--- src/rtl/ucpu_pkg.sv ---
package ucpu_pkg;
  localparam int OP_W   = 3;
  localparam int STEP_W = 2;

  typedef enum logic [OP_W-1:0] {
    OP_LDA = 3'd0,
    OP_ADD = 3'd1,
    OP_HLT = 3'd2,
    OP_AND = 3'd3,
    OP_CLR = 3'd4,
    OP_SUB = 3'd5,
    OP_STA = 3'd6,
    OP_USR = 3'd7
  } op_e;

  // Field order fixes bit positions 13 down to 0.
  typedef struct packed {
    logic [STEP_W-1:0] nxt;
    logic [1:0]        spare;
    logic              use_pc;
    logic              load_mar;
    logic              arith;
    logic              invert;
    logic              pass;
    logic              load_acc;
    logic              acc_to_db;
    logic              rd;
    logic              wr;
    logic              load_ir;
  } uword_t;

  function automatic uword_t ucode_word(input logic [OP_W-1:0] op,
                                        input logic [STEP_W-1:0] stp);
    uword_t w;
    w = '0;
    if (stp == '0) begin
      w.nxt = 2'd1; w.use_pc = 1'b1; w.rd = 1'b1; w.load_ir = 1'b1;
    end else begin
      case (op_e'(op))
        OP_LDA: if (stp == 2'd1) begin
          w.use_pc = 1'b1; w.rd = 1'b1; w.pass = 1'b1; w.load_acc = 1'b1;
        end
        OP_ADD: if (stp == 2'd1) begin
          w.use_pc = 1'b1; w.rd = 1'b1; w.arith = 1'b1; w.load_acc = 1'b1;
        end
        OP_HLT: w.nxt = stp;
        OP_AND: if (stp == 2'd1) begin
          w.use_pc = 1'b1; w.rd = 1'b1; w.load_acc = 1'b1;
        end
        OP_CLR: begin
          if (stp == 2'd1) begin
            w.use_pc = 1'b1; w.rd = 1'b1; w.nxt = 2'd2;
          end else if (stp == 2'd2) begin
            w.load_acc = 1'b1;
          end
        end
        OP_SUB: if (stp == 2'd1) begin
          w.use_pc = 1'b1; w.rd = 1'b1; w.arith = 1'b1; w.invert = 1'b1;
          w.load_acc = 1'b1;
        end
        OP_STA: begin
          if (stp == 2'd1) begin
            w.use_pc = 1'b1; w.rd = 1'b1; w.load_mar = 1'b1; w.nxt = 2'd2;
          end else if (stp == 2'd2) begin
            w.acc_to_db = 1'b1; w.wr = 1'b1;
          end
        end
        default: if (stp == 2'd1) begin
          w.use_pc = 1'b1; w.rd = 1'b1;
        end
      endcase
    end
    return w;
  endfunction
endpackage

--- src/rtl/ucpu_seq.sv ---
module ucpu_seq
  import ucpu_pkg::*;
#(
  parameter int DW = 8
) (
  input  logic          clk,
  input  logic          rst,
  input  logic [DW-1:0] bus,
  output uword_t        uw,
  output logic          halted
);
  logic [OP_W-1:0]   ir_q;
  logic [STEP_W-1:0] step_q;
  logic              halted_q;

  always_comb uw = ucode_word(ir_q, step_q);

  always_ff @(posedge clk) begin
    if (rst) begin
      ir_q     <= '0;
      step_q   <= '0;
      halted_q <= 1'b0;
    end else begin
      step_q <= uw.nxt;
      if (uw.load_ir) ir_q <= bus[OP_W-1:0];
      if (ir_q == OP_W'(OP_HLT) && step_q != '0) halted_q <= 1'b1;
    end
  end

  assign halted = halted_q;
endmodule

--- src/rtl/ucpu_alu.sv ---
module ucpu_alu #(
  parameter int DW = 8
) (
  input  logic [DW-1:0] a,
  input  logic [DW-1:0] b,
  input  logic          arith,
  input  logic          invert,
  input  logic          pass,
  output logic [DW-1:0] y
);
  logic [DW-1:0] b_eff;

  always_comb begin
    b_eff = invert ? ~b : b;
    if (pass)       y = b;
    else if (arith) y = a + b_eff + DW'(invert);
    else            y = a & b_eff;
  end
endmodule

--- src/rtl/ucpu_dp.sv ---
module ucpu_dp
  import ucpu_pkg::*;
#(
  parameter int DW = 8,
  parameter int AW = 8
) (
  input  logic          clk,
  input  logic          rst,
  input  uword_t        uw,
  input  logic [DW-1:0] rdata,
  output logic [DW-1:0] bus,
  output logic [AW-1:0] addr,
  output logic [DW-1:0] wdata,
  output logic [DW-1:0] acc
);
  logic [AW-1:0] pc_q, mar_q;
  logic [DW-1:0] acc_q, alu_y;

  assign bus   = uw.rd ? rdata : '0;
  assign addr  = uw.use_pc ? pc_q : mar_q;
  assign wdata = uw.acc_to_db ? acc_q : '0;
  assign acc   = acc_q;

  ucpu_alu #(.DW(DW)) u_alu (
    .a(acc_q), .b(bus), .arith(uw.arith), .invert(uw.invert),
    .pass(uw.pass), .y(alu_y)
  );

  always_ff @(posedge clk) begin
    if (rst) begin
      pc_q  <= '0;
      mar_q <= '0;
      acc_q <= '0;
    end else begin
      if (uw.use_pc && uw.rd) pc_q <= pc_q + AW'(1);
      if (uw.load_mar)        mar_q <= AW'(bus);
      if (uw.load_acc)        acc_q <= alu_y;
    end
  end
endmodule

--- src/rtl/ucpu_core.sv ---
module ucpu_core
  import ucpu_pkg::*;
#(
  parameter int DW = 8,
  parameter int AW = 8
) (
  input  logic          clk,
  input  logic          rst,
  output logic [AW-1:0] mem_addr,
  output logic [DW-1:0] mem_wdata,
  input  logic [DW-1:0] mem_rdata,
  output logic          mem_rd,
  output logic          mem_wr,
  output logic          halted,
  output logic [DW-1:0] acc_out
);
  uword_t        uw;
  logic [DW-1:0] bus;

  ucpu_seq #(.DW(DW)) u_seq (
    .clk(clk), .rst(rst), .bus(bus), .uw(uw), .halted(halted)
  );

  ucpu_dp #(.DW(DW), .AW(AW)) u_dp (
    .clk(clk), .rst(rst), .uw(uw), .rdata(mem_rdata), .bus(bus),
    .addr(mem_addr), .wdata(mem_wdata), .acc(acc_out)
  );

  assign mem_rd = uw.rd;
  assign mem_wr = uw.wr;
endmodule

--- config.mk ---
export PLATFORM = sky130hd
export DESIGN_NAME = ucpu_core
export DESIGN_NICKNAME = d
export VERILOG_FILES = /design/src/rtl/ucpu_pkg.sv /design/src/rtl/ucpu_seq.sv /design/src/rtl/ucpu_alu.sv /design/src/rtl/ucpu_dp.sv /design/src/rtl/ucpu_core.sv
export SDC_FILE = /design/constraint.sdc
export NUM_CORES = 1
export LEC_CHECK = 0
export BUFFER_PORTS_ARGS = -buffer_cell sky130_fd_sc_hd__buf_2
export CORE_UTILIZATION = 41
export CTS_CLUSTER_SIZE = 30
export DETAILED_ROUTE_END_ITERATION = 8
export PLACE_DENSITY = 0.62
export SLEW_MARGIN = 0
export SYNTH_ARGS = -nofsm -noshare
export SYNTH_HDL_FRONTEND = slang
export SYNTH_SLANG_ARGS = --single-unit
--- constraint.sdc ---
create_clock -name clk -period 3.9 [get_ports clk]
set_input_delay 0.195 -clock clk [delete_from_list [all_inputs] [get_ports clk]]
set_output_delay 0.195 -clock clk [all_outputs]
set_load 0.01 [all_outputs]
==> qor.csv, run 1 <==
stage,metric,value,unit
outcome,status,"finished, final reports clean",
critical_path,path_max_fanout,20,
clocking,clkSlewWorstSetupHoldPaths,0.07,ns
synthesis,syn_avg_cell_area,8.16,µm²
synthesis,synth-adder-area-share,0.0639,
floorplanning,initial_core_util,0.430,
critical_path,worst_setup_path_end_kind,flop,
timing,fin_crit,3.19,ns
floorplanning,ios,37,
critical_path,r2r_slack,0.71,ns
synthesis,synth_simple_gate_area_frac,0.293,
synthesis,yosys-top-cells-area,"dfxtp_1 29%, a21oi_1 5.1%, nand2_1 4.9%",
timing,worst_slack,0.707,ns
critical_path,worst-path-buf-inv,0,
floorplanning,core,4790,µm²
clocking,cts_made_buffers,5,
flow_run,cap_violations,0,
grt,grt_pass1_wl,8.53,mm
placed_design,pre_cts_slack,0.742,ns
synthesis,syn_nets,271,
floorplanning,dieArea,5300,µm²
timing,finClkSkew,0.00509,ns
power_and_ir_drop,p_per_area,352,nW/µm²
critical_path,cp_common_cell,nor2_1,
synthesis,yosys.area.top_type,dfxtp_1,
critical_path,critical-path-top-delay-family,simple AND/OR/NAND/NOR gates,
grt,grt_pass1_vias,1728,
floorplanning,die_w,72.8,µm
routing,drt_wl_total,5.20,mm
synthesis,synth_cells,252,
clocking,cts_max_path_buffers,2,
critical_path,crit_chain,"and4bb_1, nand2_2, xor2_1, ha_1, a211oi_1, nor2_1, nor2_1, or4b_1, a31o_1",
routing,drt_iter0_markers,110,
timing,min_period_over_period,0.819,
placed_design,hpwlAfterDp,3.72,mm
floorplanning,dieHeight,72.8,µm
cells_and_area,final_nets,306,
clocking,clock-sinks,30,
synthesis,seq_area_frac_synth,0.292,
synthesis,syn_area,2060,µm²
grt,overflow,0,
cells_and_area,area_growth_syn_to_layout,16.6,%
routing,wl_met2,2.36,mm
grt,grt_max_degree,33,
critical_path,crit_slowest_cell,and4bb_1,
critical_path,cp.required,4.08,ns
critical_path,worst_path_largest_cell_delay,0.68,ns
timing,rsz0062_at_grt,false,
power_and_ir_drop,pwr-share-clk,0.366,
clocking,cts_resized,0,
routing,wl_met3,307,µm
routing,ant_nets,0,
routing,wl_met1,2.49,mm
cells_and_area,drive_gt1_frac,0.240,
hold_path,hold_end,u_dp.mar_q[7],
synthesis,yosysUniqueCellTypes,54,
synthesis,synth_ff_type,dfxtp_1,
routing,vias,1939,
clocking,postCtsSetupBuffers,0,
routing,wl_per_cell,14.6,µm
routing,top_layer,met4,
routing,viasPerCell,5.46,
clocking,cts_root_buf,clkbuf_8,
grt,antenna_found_initial,0,
clocking,cts_tree,built,
clocking,htreeDepth,2,
timing,worst_pin_slew,0.664,ns
hold_path,whs_path_depth,3,
synthesis,async_flop_share,0,
cells_and_area,seq_area,601,µm²
synthesis,synth_edf_count,0,
synthesis,synth_top_family_by_area,simple AND/OR/NAND/NOR gates,
critical_path,reg2reg_depth,9,
timing,setup-tns-final,0,ns
synthesis,synth_mux_area_frac,0.0682,
routing,firstDrtPassIters,4,
power_and_ir_drop,peakVddDrop,0.211,mV
synthesis,ys_ff_latch,30,
cells_and_area,fill_cells,508,
cells_and_area,multi_input_area,1370,µm²
placed_design,numPortBuffers,36,
clocking,postCtsHoldBufs,0,
power_and_ir_drop,seqPwrFrac,0.401,
timing,maxSlewHeadroom,0.558,
floorplanning,placementRows,25,
critical_path,reg2reg_to,u_dp.acc[5],
hold_path,min_from,mem_rdata[7],
timing,finalSetupViolations,0,
synthesis,ys.warnings.count,0,
power_and_ir_drop,p_int,0.000591,W
synthesis,synth_xor_area_frac,0.0639,
timing,hold_viol,0,
critical_path,cp.arrival,3.37,ns
critical_path,r2r_start,u_seq.step_q[0],
power_and_ir_drop,comb_power_share,0.233,
timing,clock.fmax,313,MHz
cells_and_area,n_antenna_cell,0,
timing,slew_violations,0,
routing,drc,0,
hold_path,min_path_type,input port to flop,
critical_path,criticalPathCategory,flop to flop,
synthesis,synth-compound-area-share,0.178,
grt,track_usage,0.211,
placed_design,place.gp.congestion,0.910,
critical_path,start_kind,flop,
power_and_ir_drop,p_sw,0.000253,W
power_and_ir_drop,cellLeakagePower,0.998,nW
synthesis,yosys.area.top_type_share,0.292,
clocking,clock_latency,0.28,ns
power_and_ir_drop,switching_share,0.300,
[power groups by stage]
stage / sequential, W / combinational (W) / clock (W)
after global placement: 0.000344 / 0.000195 / 0
after CTS: 0.000338 / 0.000196 / 0.000319
after global routing: 0.000341 / 0.000218 / 0.000332
after floorplan: 0.000345 / 0.000143 / 0
final: 0.000338 / 0.000197 / 0.000309
after detailed placement: 0.000345 / 0.000195 / 0
[logic make-up (layout without fill, tap and decap cells)]
kind of cell,Yosys count,after routing
flip-flops,30,30
AO/OA/AOI/OAI,56,56
XOR/XNOR,15,15
buffers and inverters,16,52
AND/OR/NAND/NOR,112,112
multiplexers,13,13
adder cells (fa/ha/maj),10,10
[layout by cell type (no fill, tap or decap), types with 2 or more instances in the layout]
| master | instances |
|---|---|
| buf_2 | 36 |
| dfxtp_1 | 30 |
| nand2_1 | 27 |
| nor2_1 | 27 |
| a21oi_1 | 21 |
| nand3_1 | 13 |
| xor2_1 | 11 |
| and2_1 | 9 |
| a211oi_1 | 9 |
| mux2_2 | 8 |
| o21ai_0 | 8 |
| ha_1 | 8 |
| nor3_1 | 7 |
| buf_4 | 6 |
| mux2i_1 | 5 |
| clkbuf_8 | 5 |
| nand2b_1 | 4 |
| xnor2_1 | 4 |
| nand4_1 | 4 |
| and4bb_1 | 2 |
| nand3b_1 | 2 |
| nand4b_1 | 2 |
| a211o_1 | 2 |
| a31oi_1 | 2 |
| a311oi_1 | 2 |
| nor2b_1 | 2 |
| and3_1 | 2 |
| o22ai_1 | 2 |
| clkinv_2 | 2 |
[worst max path at each step]
stage	slack, ns	depth (start not counted)	end	from
finish	0.71	9	u_dp.acc[5]	u_seq.step_q[0]
global route	0.34	9	u_dp.acc[4]	u_seq.step_q[0]
CTS	0.74	9	u_dp.acc[5]	u_seq.step_q[0]
detailed placement	0.74	9	u_dp.acc[5]	u_seq.step_q[0]
global placement	0.79	9	u_dp.acc[5]	u_seq.step_q[0]
floorplan	1.07	13	u_dp.acc[5]	u_seq.step_q[0]
[Yosys cell counts (all sizes together) (2+ instances only)]
library cell,number
nand3b,2
ha,8
xor2,11
nor4b,2
clkbuf,4
mux2,8
nor3,7
o21ba,2
nand3,13
nand4b,2
xnor2,4
nand2,28
o21ai,9
and2,9
mux2i,5
a311oi,2
o22ai,2
a31oi,2
a21oi,21
and3,2
a211oi,9
buf,10
nor2b,2
inv,2
dfxtp,30
nand4,4
nor4,2
nor2,28
nand2b,4
and4bb,2
a211o,2
[worst register-to-register path, delay by kind of cell, from the launching register on]
kind | cells | cell delay, ns
compound gates | 2 | 0.44
xor+xnor | 1 | 0.22
simple gates | 5 | 1.59
fa+ha+maj | 1 | 0.37
flops | 1 | 0.47
[state kept, by name, summed over array words and instances, names as in the netlist]
signal,flops
u_dp.acc,8
u_dp.mar_q,8
u_dp.pc_q,8
u_seq.ir_q,3
u_seq.halted,1
u_seq.step_q,2
[routing by layer]
layer,up-vias,GRT usage
met4,0,0.0719
met1,890,0.293
li1,984,-
met2,61,0.326
met3,4,0.0414
met5,-,0
[metrics by stage]
step | power (W) | hold WS (ns) | cells | instance area (µm²) | util
3_3_place_gp | 0.000539 | 0.445 | 347 | 2290 | 0.478
6_report | 0.000844 | 0.182 | 355 | 2400 | 0.501
2_1_floorplan | 0.000488 | 0.331 | 252 | 2060 | -
5_1_grt | 0.000891 | 0.190 | 355 | 2400 | 0.501
3_5_place_dp | 0.000540 | 0.448 | 347 | 2290 | 0.478
4_1_cts | 0.000853 | 0.179 | 355 | 2400 | 0.501
[cell type report]
cell class,instances,share of cell area
clock inverters,3,0.0167
multi-input cells,206,0.572
flip-flops and latches,30,0.251
well taps,67,0.0350
inverters,2,0.00313
clock buffers,5,0.0287
repair buffers,42,0.0939
Power figures use the tool's default switching activity.
==> inputs of run 2 (changes only) <==
--- a/config.mk
+++ b/config.mk
@@ -5,11 +5,12 @@
 export SDC_FILE = /design/constraint.sdc
 export NUM_CORES = 1
 export LEC_CHECK = 0
+export ABC_AREA = 1
 export BUFFER_PORTS_ARGS = -buffer_cell sky130_fd_sc_hd__buf_2
 export CORE_UTILIZATION = 41
 export CTS_CLUSTER_SIZE = 30
 export DETAILED_ROUTE_END_ITERATION = 8
-export PLACE_DENSITY = 0.62
+export PLACE_DENSITY = 0.65
 export SLEW_MARGIN = 0
 export SYNTH_ARGS = -nofsm -noshare
 export SYNTH_HDL_FRONTEND = slang
==> constraint.sdc (replaced) <==
create_clock -name clk -period 2.6 [get_ports clk]
set_input_delay 0.13 -clock clk [delete_from_list [all_inputs] [get_ports clk]]
set_output_delay 0.13 -clock clk [all_outputs]
set_load 0.01 [all_outputs]
==> run 2 against run 1 <==
- via count shrank 2.2%
- flip-flop and latch count is the same
- sequential share of layout area rose by 2.3 points
- count of clock-buffer cells in the layout did not move
- largest cell class unchanged
- largest power group unchanged
- area after synthesis fell by 9.9%
==> qor.csv, run 2 <==
stage,metric,value,unit
clocking,cts_root_buf,clkbuf_8,
routing,drc,0,
critical_path,start_kind,flop,
timing,holdWs,0.117,ns
grt,track_usage,0.200,
clocking,postCtsHoldBufs,0,
clocking,cts_max_path_buffers,2,
synthesis,async_flop_share,0,
cells_and_area,area_growth_syn_to_layout,18.6,%
cells_and_area,final_common_cell,nand2_1,
synthesis,yosys-top-cells-area,"dfxtp_1 32%, o21ai_0 8.9%, nand2_1 8.3%",
clocking,htreeDepth,2,
flow_run,cap_violations,0,
grt,grt_pass1_wl,7.56,mm
hold_path,min_path_type,input port to flop,
critical_path,cp.arrival,2.58,ns
clocking,clkSlewWorstSetupHoldPaths,0.07,ns
critical_path,path_max_fanout,6,
cells_and_area,n_antenna_cell,0,
timing,hold_viol,0,
timing,maxSlewHeadroom,0.437,
timing,rsz0062_at_grt,false,
routing,drt_iter0_markers,113,
synthesis,yosys.area.top_type,dfxtp_1,
placed_design,postPlaceCellArea,2090,µm²
placed_design,numPortBuffers,36,
grt,grt_pass1_vias,1692,
critical_path,cp.required,2.79,ns
routing,drt_wl_total,4.61,mm
synthesis,netlist_top_cells_count,"41 x nand2_1, 39 x inv_1, 33 x o21ai_0, 30 x a21oi_1, 30 x dfxtp_1",
cells_and_area,final_area,2200,µm²
clocking,clock-sinks,30,
synthesis,post-synth-top-count-cell,nand2_1,
floorplanning,placementRows,24,
placed_design,place.gp.congestion,0.876,
cells_and_area,drive_gt1_frac,0.204,
timing,clock.fmax,418,MHz
clocking,cts_tree,built,
critical_path,criticalPathCategory,flop to flop,
synthesis,seq_area_frac_synth,0.324,
clocking,cts_made_buffers,5,
routing,vias,1896,
timing,finalSetupViolations,0,
grt,antenna_found_initial,0,
grt,overflow,0,
routing,ant_nets,0,
grt,grt_max_degree,21,
power_and_ir_drop,p_per_area,565,nW/µm²
timing,slew_violations,0,
clocking,clock_latency,0.29,ns
synthesis,yosys.area.top_type_share,0.324,
routing,viasPerCell,5.19,
power_and_ir_drop,cellLeakagePower,1.07,nW
synthesis,synth_edf_count,0,
timing,worst_pin_slew,0.840,ns
timing,setup-tns-final,0,ns
routing,wl_per_cell,12.6,µm
outcome,status,"finished, final reports clean",
synthesis,synth_cells,272,
critical_path,worst_setup_path_end_kind,flop,
timing,finClkSkew,0.00386,ns
cells_and_area,mostFrequentLayoutCells,"40 x nand2_1, 38 x inv_1, 36 x buf_2, 32 x o21ai_0",
floorplanning,initial_core_util,0.426,
placed_design,pre_cts_slack,0.151,ns
floorplanning,dieArea,4790,µm²
timing,min_period_over_period,0.919,
placed_design,hpwlAfterDp,3.37,mm
synthesis,syn_avg_cell_area,6.81,µm²
synthesis,syn_area,1850,µm²
floorplanning,dieHeight,69.2,µm
floorplanning,ios,37,
floorplanning,die_w,69.2,µm
floorplanning,core,4350,µm²
power_and_ir_drop,peakVddDrop,0.259,mV
synthesis,ys_ff_latch,30,
timing,fin_crit,2.39,ns
synthesis,ys.warnings.count,0,
cells_and_area,final_nets,332,
routing,firstDrtPassIters,4,
synthesis,synth_ff_type,dfxtp_1,
synthesis,syn_nets,291,
timing,worst_slack,0.210,ns
synthesis,yosysUniqueCellTypes,29,
run 2: cell count changes after synthesis, sizes merged, moves of 9 or more:
cell   delta
inv      +41
nand2    +16
o21ai    +24
a21oi     +9
run 2: kinds of logic after synthesis:
group           after synthesis  synth area share
xor+xnor                     10            0.0473
compound gates               79             0.230
buf+inv                      51             0.105
fa+ha+maj                     9            0.0648
flops                        30             0.324
simple gates                 93             0.228
run 2: final timing paths:
| path | from | depth (start not counted) | slack (ns) | endpoint |
|---|---|---|---|---|
| worst max-delay path | u_seq.ir_q[2] | 15 | 0.21 | u_dp.acc[6] |
| worst min-delay path | mem_rdata[1] | 3 | 0.12 | u_seq.ir_q[1] |
| worst max register to register | u_seq.ir_q[2] | 15 | 0.21 | u_dp.acc[6] |
| worst min register to register | u_seq.halted | 2 | 0.47 | u_seq.halted |
run 2: repair_timing:
action,in CTS,in global routing
buffers inserted,0,2
endpoints found under the setup margin,0,3
resized for setup,0,6
run 2: area by class of cell:
cell class / count / area, µm²
Clock buffer: 5 / 68.8
Clock inverter: 2 / 10.0
Fill cell: 452 / 2160
Inverter: 43 / 164
Multi-Input combinational cell: 191 / 1060
Sequential cell: 30 / 602
Tap cell: 52 / 65.1
Timing Repair Buffer: 42 / 225
run 2: through the flow:
step	utilization	power (W)	cells
2_1_floorplan	-	0.000783	272
3_3_place_gp	0.481	0.000874	356
3_5_place_dp	0.481	0.000876	356
4_1_cts	0.499	0.00124	363
5_1_grt	0.505	0.00132	365
6_report	0.505	0.00124	365
run 2: power by group:
| group | leakage (nW) | total, W | switching, W | internal (W) |
|---|---|---|---|---|
| Combinational | 0.781 | 0.000351 | 0.000217 | 0.000134 |
| Sequential | 0.245 | 0.000527 | 0.0000325 | 0.000495 |
| Clock | 0.0438 | 0.000365 | 0.000185 | 0.000179 |
| Total | 1.07 | 0.00124 | 0.000435 | 0.000808 |
run 2: worst max-delay path, cell delays in order, from the launching register on:
cell      delay [ns]
dfxtp_1         0.32
inv_2           0.11
nand4_1         0.17
buf_4           0.18
nand3_1         0.13
nand2_1         0.08
and2_1          0.15
fa_1            0.40
nand3_1         0.09
nand2_1         0.09
a21oi_1         0.15
o21bai_1        0.09
a21oi_1         0.12
o21ai_1         0.09
nand2_1         0.06
a21oi_1         0.05
run 2: routing by layer:
layer  GRT usage  vias up  share of wire
met5           0        -              0
met4      0.0907        0          0.023
met3      0.0538        7          0.044
met2       0.325       44           0.46
met1       0.247      860           0.47
li1            -      985              -
